$ cat config.mk
export PLATFORM = sky130hd
export DESIGN_NAME = led_scan_driver
export DESIGN_NICKNAME = d
export VERILOG_FILES = /design/src/rtl/led_scan_pkg.sv /design/src/rtl/scan_sequencer.sv /design/src/rtl/frame_shadow.sv /design/src/rtl/segment_mapper.sv /design/src/rtl/led_scan_driver.sv
export SDC_FILE = /design/constraint.sdc
export NUM_CORES = 1
export LEC_CHECK = 0
export BUFFER_PORTS_ARGS = -buffer_cell sky130_fd_sc_hd__clkbuf_2
export CAP_MARGIN = 20
export CORE_UTILIZATION = 53
export CTS_CLUSTER_SIZE = 40
export DETAILED_ROUTE_END_ITERATION = 8
export GPL_TIMING_DRIVEN = 1
export PLACE_DENSITY_LB_ADDON = 0.2
export REMOVE_ABC_BUFFERS = 1
export SLEW_MARGIN = 20
export SYNTH_ARGS = -nofsm -noshare
export SYNTH_HDL_FRONTEND = slang
export SYNTH_HIERARCHICAL = 1
export SYNTH_SLANG_ARGS = --single-unit
$ cat constraint.sdc
create_clock -name clk -period 3.6 [get_ports clk]
set_clock_uncertainty 0.2 [all_clocks]
set_input_delay 0 -clock clk [delete_from_list [all_inputs] [get_ports clk]]
set_output_delay 0 -clock clk [all_outputs]
set_load 0.02 [all_outputs]
$ cat src/rtl/led_scan_pkg.sv
package led_scan_pkg;

    localparam int DIGIT_COUNT  = 12;
    localparam int PSEUDO_COUNT = 3;
    localparam int IDX_W        = 4;
    localparam int SEL_W        = 2 ** IDX_W;
    localparam int SEG_W        = 8;
    localparam int IND_W        = 11;
    localparam int FIRST_POS    = 1;
    localparam int LAST_POS     = DIGIT_COUNT + PSEUDO_COUNT;

    // Pseudo-digit scan positions holding the indicator LEDs
    localparam int POS_IND_LO   = DIGIT_COUNT + 1;   // 13
    localparam int POS_IND_MID  = DIGIT_COUNT + 2;   // 14
    localparam int POS_IND_HI   = DIGIT_COUNT + 3;   // 15

    typedef struct packed {
        logic [DIGIT_COUNT*4-1:0] digits;
        logic [3:0]               point_pos;
        logic                     zero_sup;
        logic                     blank;
        logic [IND_W-1:0]         ind;
    } frame_t;

    // a..g in bits 0..6, active high; codes above 9 are dark
    function automatic logic [6:0] bcd_glyph(input logic [3:0] v);
        case (v)
            4'd0:    bcd_glyph = 7'h3F;
            4'd1:    bcd_glyph = 7'h06;
            4'd2:    bcd_glyph = 7'h5B;
            4'd3:    bcd_glyph = 7'h4F;
            4'd4:    bcd_glyph = 7'h66;
            4'd5:    bcd_glyph = 7'h6D;
            4'd6:    bcd_glyph = 7'h7D;
            4'd7:    bcd_glyph = 7'h07;
            4'd8:    bcd_glyph = 7'h7F;
            4'd9:    bcd_glyph = 7'h6F;
            default: bcd_glyph = 7'h00;
        endcase
    endfunction

endpackage

$ cat src/rtl/scan_sequencer.sv
module scan_sequencer
    import led_scan_pkg::*;
#(
    parameter int DWELL = 2000,
    parameter int BLANK = 4
) (
    input  logic             clk,
    input  logic             rst_n,
    output logic [IDX_W-1:0] idx_o,
    output logic             show_o,
    output logic             frame_start_o
);

    localparam int CNT_MAX = (DWELL > BLANK) ? DWELL : BLANK;
    localparam int CNT_W   = $clog2(CNT_MAX + 1);
    localparam logic [CNT_W-1:0] DWELL_END = CNT_W'(DWELL - 1);
    localparam logic [CNT_W-1:0] BLANK_END = CNT_W'(BLANK - 1);

    typedef struct packed {
        logic [IDX_W-1:0] idx;
        logic             show;
        logic [CNT_W-1:0] cnt;
    } seq_t;

    seq_t seq_d, seq_q;
    logic frame_start_d;

    always_comb begin
        seq_d         = seq_q;
        frame_start_d = 1'b0;
        if (seq_q.show) begin
            if (seq_q.cnt == DWELL_END) begin
                seq_d.show = 1'b0;
                seq_d.cnt  = '0;
            end else begin
                seq_d.cnt = seq_q.cnt + 1'b1;
            end
        end else begin
            if (seq_q.cnt == BLANK_END) begin
                seq_d.cnt  = '0;
                seq_d.show = 1'b1;
                if (seq_q.idx == IDX_W'(LAST_POS)) begin
                    seq_d.idx     = IDX_W'(FIRST_POS);
                    frame_start_d = 1'b1;
                end else begin
                    seq_d.idx = seq_q.idx + 1'b1;
                end
            end else begin
                seq_d.cnt = seq_q.cnt + 1'b1;
            end
        end
    end

    always_ff @(posedge clk) begin
        if (!rst_n) begin
            seq_q.idx  <= IDX_W'(LAST_POS);
            seq_q.show <= 1'b0;
            seq_q.cnt  <= '0;
        end else begin
            seq_q <= seq_d;
        end
    end

    assign idx_o         = seq_q.idx;
    assign show_o        = seq_q.show;
    assign frame_start_o = frame_start_d;

    // decoder output 0 is never a scan position
    assert_idx_nonzero_R2: assert property (@(posedge clk) disable iff (!rst_n)
        idx_o != '0);

    // a frame start is always followed by line 1 becoming visible
    assert_frame_start_R10: assert property (@(posedge clk) disable iff (!rst_n)
        frame_start_o |=> (show_o && idx_o == IDX_W'(FIRST_POS)));

endmodule

$ cat src/rtl/frame_shadow.sv
module frame_shadow
    import led_scan_pkg::*;
(
    input  logic   clk,
    input  logic   rst_n,
    input  logic   load_i,
    input  frame_t frame_i,
    output frame_t frame_o
);

    frame_t held_d, held_q;

    always_comb begin
        held_d = held_q;
        if (load_i) begin
            held_d = frame_i;
        end
    end

    always_ff @(posedge clk) begin
        if (!rst_n) begin
            held_q <= '0;
        end else begin
            held_q <= held_d;
        end
    end

    assign frame_o = held_q;

    // the displayed frame only moves on a load
    assert_hold_between_loads_R10: assert property (@(posedge clk) disable iff (!rst_n)
        !load_i |=> frame_o == $past(frame_o));

endmodule

$ cat src/rtl/segment_mapper.sv
module segment_mapper
    import led_scan_pkg::*;
(
    input  logic [IDX_W-1:0] idx_i,
    input  frame_t           frame_i,
    output logic [SEG_W-1:0] seg_o
);

    logic [3:0]             dig [DIGIT_COUNT];
    logic [DIGIT_COUNT-1:0] upper_zero;
    logic [SEG_W-1:0]       pat [SEL_W];
    logic                   point_valid;

    assign point_valid = frame_i.point_pos < 4'(DIGIT_COUNT);

    for (genvar k = 0; k < DIGIT_COUNT; k++) begin : g_dig_slice
        assign dig[k] = frame_i.digits[4*k +: 4];
    end

    // upper_zero[k]: every digit more significant than k is zero
    always_comb begin
        logic above;
        above = 1'b1;
        for (int k = DIGIT_COUNT - 1; k >= 0; k--) begin
            upper_zero[k] = above;
            above = above & (dig[k] == 4'd0);
        end
    end

    assign pat[0] = '0;

    for (genvar k = 0; k < DIGIT_COUNT; k++) begin : g_numeric
        logic point_here;
        logic point_guard;
        logic suppress;
        assign point_here  = !frame_i.blank && point_valid && (frame_i.point_pos == 4'(k));
        assign point_guard = point_valid && (4'(k) <= frame_i.point_pos);
        assign suppress    = frame_i.zero_sup && (k != 0) && (dig[k] == 4'd0)
                           && upper_zero[k] && !point_guard;
        assign pat[k+1]    = {point_here,
                              (frame_i.blank || suppress) ? 7'h00 : bcd_glyph(dig[k])};
    end

    // bit order: 7=point 6=g 5=f 4=e 3=d 2=c 1=b 0=a
    assign pat[POS_IND_LO]  = {frame_i.ind[10], 3'b000, frame_i.ind[9],
                               frame_i.ind[8], frame_i.ind[7], 1'b0};
    assign pat[POS_IND_MID] = {frame_i.ind[6], 4'b0000, frame_i.ind[5],
                               frame_i.ind[4], 1'b0};
    assign pat[POS_IND_HI]  = {3'b000, frame_i.ind[3], frame_i.ind[2],
                               frame_i.ind[1], frame_i.ind[0], 1'b0};

    assign seg_o = pat[idx_i];

endmodule

$ cat src/rtl/led_scan_driver.sv
module led_scan_driver
    import led_scan_pkg::*;
#(
    parameter int SCAN_DWELL   = 2000,
    parameter int BLANK_CYCLES = 4
) (
    input  logic                     clk,
    input  logic                     rst_n,
    input  logic [DIGIT_COUNT*4-1:0] digits_i,
    input  logic [3:0]               point_pos_i,
    input  logic                     zero_sup_i,
    input  logic                     blank_i,
    input  logic [IND_W-1:0]         ind_i,
    output logic [SEG_W-1:0]         seg_o,
    output logic [SEL_W-1:0]         sel_o
);

    localparam int RUN_W = $clog2(SCAN_DWELL + 1);

    logic [IDX_W-1:0] scan_idx;
    logic             show;
    logic             frame_start;
    frame_t           live_frame;
    frame_t           held_frame;
    logic [SEG_W-1:0] pattern;

    assign live_frame = '{digits:    digits_i,
                          point_pos: point_pos_i,
                          zero_sup:  zero_sup_i,
                          blank:     blank_i,
                          ind:       ind_i};

    scan_sequencer #(
        .DWELL (SCAN_DWELL),
        .BLANK (BLANK_CYCLES)
    ) u_seq (
        .clk           (clk),
        .rst_n         (rst_n),
        .idx_o         (scan_idx),
        .show_o        (show),
        .frame_start_o (frame_start)
    );

    frame_shadow u_shadow (
        .clk     (clk),
        .rst_n   (rst_n),
        .load_i  (frame_start),
        .frame_i (live_frame),
        .frame_o (held_frame)
    );

    segment_mapper u_map (
        .idx_i   (scan_idx),
        .frame_i (held_frame),
        .seg_o   (pattern)
    );

    always_comb begin
        sel_o = show ? (SEL_W'(1) << scan_idx) : '0;
        seg_o = show ? pattern : '0;
    end

    // Checker state: last visible line and length of the current visible run
    typedef struct packed {
        logic [IDX_W-1:0] prev;
        logic [RUN_W-1:0] run;
    } chk_t;

    chk_t chk_d, chk_q;

    always_comb begin
        chk_d      = chk_q;
        chk_d.run  = show ? chk_q.run + 1'b1 : '0;
        if (show) begin
            chk_d.prev = scan_idx;
        end
    end

    always_ff @(posedge clk) begin
        if (!rst_n) begin
            chk_q.prev <= IDX_W'(LAST_POS);
            chk_q.run  <= '0;
        end else begin
            chk_q <= chk_d;
        end
    end

    assert_onehot_sel_R2: assert property (@(posedge clk) disable iff (!rst_n)
        $onehot0(sel_o));

    assert_line0_idle_R2: assert property (@(posedge clk) disable iff (!rst_n)
        !sel_o[0]);

    assert_scan_order_R2: assert property (@(posedge clk) disable iff (!rst_n)
        $rose(show) |-> scan_idx == ((chk_q.prev == IDX_W'(LAST_POS)) ?
                                     IDX_W'(FIRST_POS) : chk_q.prev + 1'b1));

    assert_gap_dark_R3: assert property (@(posedge clk) disable iff (!rst_n)
        (sel_o == '0) |-> (seg_o == '0));

    assert_dwell_bound_R3: assert property (@(posedge clk) disable iff (!rst_n)
        show |-> chk_q.run < RUN_W'(SCAN_DWELL));

endmodule

==> out/metrics.csv, run 1 <==
metric,value,unit
vias_per_cell,5.506,
dr_wl_met2,8464,µm
ys.flop_type,dfxtp_1,
synth_area,0.007224,mm²
maxCapViolCount,0,
cts_tree,done,
clock.fmax,287.9,MHz
required,3400,ps
synth_common_cells,"81 x dfxtp_1, 78 x mux2i_1, 77 x nor2b_1",
post_drt_wl_per_cell,15.71,µm
utilization,64.61,%
r2r_setup_slack,790,ps
vias,6486,
start_util,54.55,%
critPathCaptureType,output pin,
crit_arrival,3270,ps
placed_area,0.007610,mm²
power.density,302.2,mW/mm²
synth.most_common_cell,dfxtp_1,
antennaDiodeCount,0,
synth_top_area_cell,dfxtp_1,
gr-total-overflow,0,
grt_usage,26.49,%
hpwl,12910,µm
top_layer,met4,
ant_nets,0,
rsz0062_at_grt,false,
die_area,0.01410,mm²
syn_avg_cell_area,8.275,µm²
async_flop_share,0,%
multi_input_area,0.005039,mm²
final-seq-area,0.001622,mm²
core.rowCount,42,
htree_levels,3,
drt-met1-wl,8791,µm
yosys_warnings,6,
min_period_over_period,96.48,%
fill_cells,1203,
crit_type,register to output pin,
grt_antenna_before_repair,0,
chipHeight,118.8,µm
final-hold-violation-count,0,
grt_max_degree,43,
r2r-start,u_seq/idx_o[0]$_SDFFE_PN1P_,
clk_pin_slew,70,ps
fin_area,0.008556,mm²
first_pass_iters,5,
core,0.01324,mm²
grt_first_pass_wirelength,30170,µm
synth_cell_types,78,
clk_path_buf_depth,2,
cts_buffers,9,
cp_max_fo,8,
met3WireLength,776,µm
grt_pass1_vias,6247,
io_pins,91,
hold_start,rst_n,
rr_worst_depth,7,
ys_ff_latch,81,
min_period,3473,ps
hold_class,primary input to register,
tightest_slew,744.1,ps
drc_errors,0,
setup_violations,0,
slew_violations,0,
fin_total_pwr,2.585,mW
synth.area.top_cells,"dfxtp_1 22%, ha_1 13%, mux2i_1 11%",
routed_wirelength,18510,µm
drt_iter0_markers,488,
synth_edf_count,0,
holdPathEnd,u_shadow/frame_o[33]$_SDFFE_PN0P_,
syn_inst,873,
rr_endpoint,u_shadow/frame_o[63]$_SDFFE_PN0P_,
slew_headroom,50.39,%
vdd_ir_drop_max,0.0002751,V
die_w,118.8,µm
whs_path_depth,2,
outcome,finished clean,
cp-start-kind,register,
p_leak,3.268,nW
place.gp.congestion,1.025,
cts_setup_buffers,0,
ys_seq_area_share,22.45,%
port_buffers,90,
clock_sinks,81,
final_nets,1139,
drive_gt1_share,15.37,%
worst_skew_pair.late_latency,350,ps
areaGrowthSynthToFinish,18.43,%
root_buffer,clkbuf_16,
synth_top_area_share,22.45,%
-- layout by cell type (no fill, tap or decap), types with 4 or more instances in the layout --
| cell | count |
|---|---|
| clkbuf_2 | 90 |
| xnor2_1 | 8 |
| a21oi_1 | 51 |
| nor4_2 | 5 |
| ha_1 | 75 |
| nand2b_1 | 28 |
| nand4_1 | 6 |
| a211oi_1 | 13 |
| nor3_1 | 14 |
| a22oi_1 | 8 |
| o211ai_1 | 4 |
| inv_6 | 4 |
| o31ai_1 | 5 |
| clkbuf_16 | 9 |
| nor2b_1 | 77 |
| a221oi_1 | 7 |
| nor3_2 | 6 |
| inv_1 | 59 |
| dfxtp_1 | 81 |
| a32oi_1 | 4 |
| o221ai_1 | 6 |
| o22ai_1 | 18 |
| nor3b_1 | 6 |
| nand3_1 | 17 |
| buf_4 | 9 |
| a21boi_0 | 4 |
| mux2i_1 | 78 |
| nand2_1 | 39 |
| nor2_1 | 69 |
| and2_1 | 10 |
| dlygate4sd3_1 | 65 |
| o21ai_0 | 49 |
| a31oi_1 | 9 |
-- cells by family (layout without fill, tap and decap cells) --
family          after synthesis  in the layout  synth area share [%]
simple gates                312            312                 25.63
compound gates              204            204                 18.43
buf+inv                     110            239                 8.054
flops                        81             81                 22.45
mux                          80             80                 11.12
fa+ha+maj                    75             75                 12.99
xor+xnor                     11             11                 1.334
-- timing repair --
item	in CTS	in global routing
setup endpoints to repair	0	2
hold endpoints to repair	65	0
gates resized for setup	0	2
hold buffers	65	0
-- cell type report --
class                      count  share of cell area [%]
multi-input combinational    682                   58.89
tap                          176                   2.574
clock inverter                 7                  0.7020
timing repair buffer         164                   13.66
clock buffer                   9                   2.632
inverter                      59                   2.588
sequential                    81                   18.95
-- where the power goes --
part / internal, mW / switching, mW
combinational: 0.312 / 0.381
sequential: 0.934 / 0.0665
clock: 0.482 / 0.410
-- metal layers --
layer	up-vias	global-route usage, %
li1	3326	-
met1	2950	34.59
met2	174	43.97
met3	36	3.958
met4	0	9.731
met5	-	0
-- state kept, by name, summed over array words and instances, names as in the netlist --
register	flops
u_seq/seq_q	11
u_shadow/frame_o	65
u_seq/show_o	1
u_seq/idx_o	4
-- how the worst max path moves through the flow --
stage,start,endpoint,slack (ps),depth (start not counted)
2_1_floorplan,u_seq/idx_o[1]$_SDFFE_PN1P_,u_shadow/frame_o[0]$_SDFFE_PN0P_,-2470,5
3_3_place_gp,u_shadow/frame_o[42]$_SDFFE_PN0P_,seg_o[0],590,10
3_5_place_dp,u_shadow/frame_o[58]$_SDFFE_PN0P_,seg_o[2],540,10
4_1_cts,u_shadow/frame_o[58]$_SDFFE_PN0P_,seg_o[1],160,10
5_1_grt,u_shadow/frame_o[58]$_SDFFE_PN0P_,seg_o[1],10,10
6_report,u_shadow/frame_o[58]$_SDFFE_PN0P_,seg_o[1],130,10
-- critical path, cell delays in order (launching register included) --
cell      delay [ps]
dfxtp_1          390
inv_1            160
ha_1             210
nor3b_4          340
nand3_4          210
o31ai_4          410
and3b_1          240
o311ai_0         470
a32oi_1          150
and2_1           200
clkbuf_2         150
-- metrics by stage --
step	setup TNS [ps]	hold slack, ps	instances	setup slack [ps]
floorplan	-160250	-138.1	822	-2465
global placement	0	55.18	1097	591.4
detailed placement	0	63.39	1097	539.2
CTS	0	237.2	1178	160.2
global route	0	261.3	1178	12.83
finish	0	213.6	1178	126.8
No activity file was read; power rests on OpenSTA's default activity.
==> inputs of run 2 (changes only) <==
--- a/config.mk
+++ b/config.mk
@@ -13,6 +13,7 @@
 export GPL_TIMING_DRIVEN = 1
 export PLACE_DENSITY_LB_ADDON = 0.2
 export REMOVE_ABC_BUFFERS = 1
+export SETUP_SLACK_MARGIN = 0.4
 export SLEW_MARGIN = 20
 export SYNTH_ARGS = -nofsm -noshare
 export SYNTH_HDL_FRONTEND = slang
==> out/metrics.csv, run 2 (synthesized netlist as in run 1, its figures left out) <==
metric,value,unit,change
vias_per_cell,5.555,,was 5.506
final_nets,1157,,was 1139
gr-total-overflow,0,,unchanged
areaGrowthSynthToFinish,23.54,%,was 18.43%
grt_usage,27.02,%,was 26.49%
final-hold-violation-count,0,,unchanged
layout.cells.non_filler,1196,,was 1178
htree_levels,3,,unchanged
core.rowCount,42,,unchanged
clock.fmax,319.4,MHz,was 287.9 MHz
critPathCapture,seg_o[2],,was seg_o[1]
first_pass_iters,6,,was 5
rr_worst_depth,7,,unchanged
vias,6644,,was 6486
r2r-start,u_seq/idx_o[1]$_SDFFE_PN1P_,,was u_seq/idx_o[0]$_SDFFE_PN1P_
layout_commonest_cell,clkbuf_2,,unchanged
setup_violations,0,,unchanged
grt_antenna_before_repair,0,,unchanged
r2r_setup_slack,1010,ps,was 790 ps
critPathCaptureType,output pin,,unchanged
routed_wirelength,19000,µm,was 18510 µm
post_drt_wl_per_cell,15.89,µm,was 15.71 µm
grt_pass1_vias,6378,,was 6247
grt_max_degree,43,,unchanged
ant_nets,0,,unchanged
tightest_slew,768.2,ps,was 744.1 ps
cts_tree,done,,unchanged
drive_gt1_share,21.37,%,was 15.37%
rsz0062_at_grt,false,,unchanged
outcome,finished clean,,unchanged
antennaDiodeCount,0,,unchanged
root_buffer,clkbuf_16,,unchanged
min_period_over_period,86.96,%,was 96.48%
place_inst,1097,,unchanged
die_w,118.8,µm,unchanged
required,3400,ps,about the same
grt_first_pass_wirelength,30790,µm,was 30170 µm
clk_path_buf_depth,2,,unchanged
fin_total_pwr,2.659,mW,was 2.585 mW
drt_iter0_markers,556,,was 488
cts_buffers,9,,unchanged
cp_max_fo,8,,unchanged
rr_endpoint,u_shadow/frame_o[63]$_SDFFE_PN0P_,,unchanged
clock_sinks,81,,unchanged
cp-start-kind,register,,unchanged
crit_arrival,2930,ps,was 3270 ps
chipHeight,118.8,µm,unchanged
crit_type,register to output pin,,unchanged
drc_errors,0,,unchanged
clk_pin_slew,70,ps,about the same
min_period,3130,ps,was 3473 ps
hold_class,primary input to register,,unchanged
slew_violations,0,,unchanged
vdd_ir_drop_max,0.0002769,V,was 0.0002751 V
core,0.01324,mm²,unchanged
die_area,0.01410,mm²,unchanged
hpwl,12910,µm,unchanged
crit_start,u_shadow/frame_o[58]$_SDFFE_PN0P_,,unchanged
utilization,67.39,%,was 64.61%
power.density,298.0,mW/mm²,was 302.2 mW/mm²
port_buffers,90,,unchanged
whs_path_depth,2,,unchanged
start_util,54.55,%,unchanged
worst_skew_pair.late_latency,350,ps,about the same
largest_register_ffs,65,,unchanged
p_leak,3.427,nW,was 3.268 nW
maxCapViolCount,0,,unchanged
slew_headroom,48.79,%,was 50.39%
place.gp.congestion,1.025,,unchanged
final_cell_mix,"88 x clkbuf_2, 78 x mux2i_1, 77 x nor2b_1, 73 x dfxtp_1, 69 x ha_1",,"was 90 x clkbuf_2, 81 x dfxtp_1, 78 x mux2i_1, 77 x nor2b_1, 75 x ha_1"
io_pins,91,,unchanged
## run 2: cell count changes in the layout (fill, tap and decap cells not counted), sizes merged
cell	change
clkbuf	-2
buf	+20
## run 2: power by group
group / switching [mW] / leakage, nW / internal, mW
Sequential: 0.0695 / 0.658 / 0.935
Clock: 0.411 / 0.143 / 0.482
Combinational: 0.410 / 2.63 / 0.353
Total: 0.890 / 3.43 / 1.77
## run 2: final cells by class
type                       count  area, µm²
inverter                      59      221.5
tap                          176      220.2
multi-input combinational    682       5254
sequential                    81       1634
clock inverter                 7      60.06
fill                        1157       4318
clock buffer                   9      225.2
timing repair buffer         182       1310
## run 2: critical path, cell delays in order (launching register included)
cell and delay [ps]:
dfxtp_2 370, inv_2 90, ha_2 190, nor3b_4 280, nand3_4 170, buf_4 190
a211oi_1 370, a2111oi_2 110, o31ai_2 340, a22oi_1 140, and2_1 170, clkbuf_2 150
## run 2: how the worst min path moves through the flow
| stage | from | to | slack, ps |
|---|---|---|---|
| after floorplan | rst_n | u_seq/idx_o[0]$_SDFFE_PN1P_ | -140 |
| after global placement | digits_i[6] | u_shadow/frame_o[23]$_SDFFE_PN0P_ | 60 |
| after detailed placement | digits_i[16] | u_shadow/frame_o[33]$_SDFFE_PN0P_ | 60 |
| after CTS | rst_n | u_shadow/frame_o[33]$_SDFFE_PN0P_ | 240 |
| after global routing | digits_i[22] | u_shadow/frame_o[39]$_SDFFE_PN0P_ | 260 |
| final | rst_n | u_shadow/frame_o[33]$_SDFFE_PN0P_ | 230 |
## run 2: timing repair
item                                    in CTS  in global routing
endpoints found under the setup margin       7                  7
pin swaps                                    6                 14
hold endpoints to repair                    65                  0
gates resized for setup                     23                 47
hold buffers                                65                  0
setup buffers                                7                 11
## run 2: through the flow
step           setup WS, ps  area, µm²  hold slack, ps  setup TNS [ps]
2_1_floorplan         -2465       6864          -138.1         -160250
3_3_place_gp          591.4       7610           55.18               0
3_5_place_dp          539.2       7610           63.39               0
4_1_cts               395.6       8710           237.2               0
5_1_grt               353.5       8925           261.3               0
6_report              469.5       8925           233.4               0
## run 2: layer usage
metal | track usage [%] | share of wire [%]
met4 | 10.05 | 2.7
met3 | 4.151 | 4.8
met5 | 0 | 0
met1 | 34.95 | 46
met2 | 45.10 | 46
==> inputs of run 3 (changes only) <==
--- a/config.mk
+++ b/config.mk
@@ -7,7 +7,9 @@
 export LEC_CHECK = 0
 export BUFFER_PORTS_ARGS = -buffer_cell sky130_fd_sc_hd__clkbuf_2
 export CAP_MARGIN = 20
-export CORE_UTILIZATION = 53
+export CELL_PAD_IN_SITES_DETAIL_PLACEMENT = 1
+export CELL_PAD_IN_SITES_GLOBAL_PLACEMENT = 1
+export CORE_UTILIZATION = 47
 export CTS_CLUSTER_SIZE = 40
 export DETAILED_ROUTE_END_ITERATION = 8
 export GPL_TIMING_DRIVEN = 1
==> out/metrics.csv, run 3 (synthesized netlist as in run 1, its figures left out) <==
metric,value,unit,change
crit_type,register to output pin,,unchanged
cp_max_fo,12,,was 8
grt_usage,29.00,%,was 27.02%
port_buffers,90,,unchanged
p_switching,0.9662,mW,was 0.8902 mW
cp_slowest_stage_delay,680,ps,was 370 ps
final-hold-violation-count,0,,unchanged
io_pins,91,,unchanged
switching_share,34.20,%,was 33.47%
pre_cts_ws,400.2,ps,was 539.2 ps
power.density,309.2,mW/mm²,was 298.0 mW/mm²
tightest_slew,774.8,ps,was 768.2 ps
layout_commonest_cell,clkbuf_2,,unchanged
routed_wirelength,24220,µm,was 19000 µm
maxCapViolCount,0,,unchanged
vias,7148,,was 6644
crit_family,compound AO/OA/AOI/OAI gates,,unchanged
fin_area,0.009135,mm²,was 0.008925 mm²
gr-total-overflow,0,,unchanged
crit_arrival,2980,ps,was 2930 ps
htree_levels,3,,unchanged
final_cell_mix,"88 x clkbuf_2, 78 x mux2i_1, 75 x nor2b_1, 68 x dfxtp_1, 67 x nor2_1",,"was 88 x clkbuf_2, 78 x mux2i_1, 77 x nor2b_1, 73 x dfxtp_1, 69 x ha_1"
cp-start-kind,register,,unchanged
place.gp.congestion,0.9327,,was 1.025
cp_cell_sequence,"nand2_1, o21ai_0, o31ai_4, buf_4, o22ai_1, a22oi_1, a32oi_1, and2_1, clkbuf_2",,"was inv_2, ha_2, nor3b_4, nand3_4, buf_4, a211oi_1, a2111oi_2, o31ai_2, a22oi_1, and2_1, clkbuf_2"
clk_path_buf_depth,2,,unchanged
setup_slack,424.8,ps,was 469.5 ps
hold_class,primary input to register,,unchanged
placed_area,0.007627,mm²,was 0.007610 mm²
final_nets,1169,,was 1157
die_w,126.0,µm,was 118.8 µm
critPathBufInv,2,,was 3
die_area,0.01587,mm²,was 0.01410 mm²
grt_antenna_before_repair,0,,unchanged
drt_iter0_markers,454,,was 556
min_period,3175,ps,was 3130 ps
clk_pin_slew,60,ps,was 70 ps
chipHeight,126.0,µm,was 118.8 µm
ant_nets,0,,unchanged
grt_max_degree,45,,was 43
clkPwrFrac,34.4,%,was 33.6%
fill_cells,1745,,was 1157
vdd_ir_drop_max,0.0002384,V,was 0.0002769 V
grt_pass1_vias,7268,,was 6378
outcome,finished clean,,unchanged
drc_errors,0,,unchanged
first_pass_iters,5,,was 6
slew_violations,0,,unchanged
cts_buffers,9,,unchanged
vias_per_cell,5.878,,was 5.555
grt_first_pass_wirelength,36730,µm,was 30790 µm
largest_register_ffs,65,,unchanged
worst_skew_pair.late_latency,360,ps,was 350 ps
post_drt_wl_per_cell,19.92,µm,was 15.89 µm
clock_sinks,81,,unchanged
slew_headroom,48.35,%,was 48.79%
cts_tree,done,,unchanged
required,3400,ps,about the same
p_int,1.859,mW,was 1.769 mW
drive_gt1_share,24.42,%,was 21.37%
setup_violations,0,,unchanged
core,0.01475,mm²,was 0.01324 mm²
root_buffer,clkbuf_16,,unchanged
core.rowCount,44,,was 42
start_util,48.97,%,was 54.55%
seqPwrFrac,35.7,%,was 37.8%
crit_path_top_delay_cell,dfxtp_1,,was dfxtp_2
p_leak,3.491,nW,was 3.427 nW
hpwl,15740,µm,was 12910 µm
p_comb_share,29.8,%,was 28.7%
critPathCaptureType,output pin,,unchanged
clock.fmax,314.9,MHz,was 319.4 MHz
areaGrowthSynthToFinish,26.45,%,was 23.54%
min_period_over_period,88.20,%,was 86.96%
rsz0062_at_grt,false,,unchanged
antennaDiodeCount,0,,unchanged
-- run 3: cell types whose count changed in the layout (fill, tap and decap cells not counted), sizes merged --
cell | previous run | this run
buf | 29 | 41
bufinv | 0 | 1
clkinv | 2 | 1
clkinvlp | 0 | 2
inv | 64 | 62
-- run 3: power groups by stage --
stage	Sequential, mW	Clock (mW)	Combinational [mW]
2_1_floorplan	1.02	0	0.449
3_3_place_gp	1.02	0	0.621
3_5_place_dp	1.02	0	0.645
4_1_cts	1.00	0.983	0.759
5_1_grt	1.02	1.02	0.903
6_report	1.01	0.973	0.843
-- run 3: worst reg2reg max path, cell delays in order, from the launching register on --
cell	delay, ps
dfxtp_2	540
buf_4	280
ha_1	220
nand3_1	150
nor2_4	130
buf_4	550
mux2i_1	320
nor2b_1	80
-- run 3: layout make-up --
cell class                 instances  area, µm²  area share [%]
inverter                          59      231.5           2.534
clock inverter                     7      76.32          0.8355
clock buffer                       9      225.2           2.465
tap                              184      230.2           2.520
multi-input combinational        682       5331           58.36
sequential                        81       1643           17.98
timing repair buffer             194       1398           15.30
-- run 3: metrics by stage --
| stage | total power, mW | TNS, ps | hold slack [ps] | util, % | instances |
|---|---|---|---|---|---|
| floorplan | 1.465 | -160250 | -138.1 | - | 822 |
| global placement | 1.637 | 0 | 55.69 | 51.70 | 1106 |
| detailed placement | 1.667 | 0 | 67.47 | 51.70 | 1106 |
| CTS | 2.745 | 0 | 236.5 | 59.62 | 1200 |
| global route | 2.938 | 0 | 277.8 | 61.91 | 1216 |
| finish | 2.825 | 0 | 236.0 | 61.91 | 1216 |
-- run 3: worst paths after layout --
path,from,to,slack [ps],depth (start not counted)
worst max-delay path,u_shadow/frame_o[14]$_SDFFE_PN0P_,seg_o[5],420,9
worst min-delay path,rst_n,u_shadow/frame_o[35]$_SDFFE_PN0P_,240,2
worst max register to register,u_seq/idx_o[0]$_SDFFE_PN1P_,u_shadow/frame_o[10]$_SDFFE_PN0P_,1020,7
worst min register to register,u_seq/seq_q[0]$_SDFF_PN0_,u_seq/seq_q[0]$_SDFF_PN0_,290,1
-- run 3: timing repair --
action	CTS	global route
resized for setup	29	69
endpoints found under the hold margin	65	0
hold buffers	65	0
pin swaps	9	17
setup buffers	13	16
endpoints found under the setup margin	7	7
-- run 3: routing by layer --
layer	routed length, µm	global-route usage [%]
met5	0	0
met1	10210	34.39
met3	996	3.398
met2	12200	52.78
met4	809	11.98
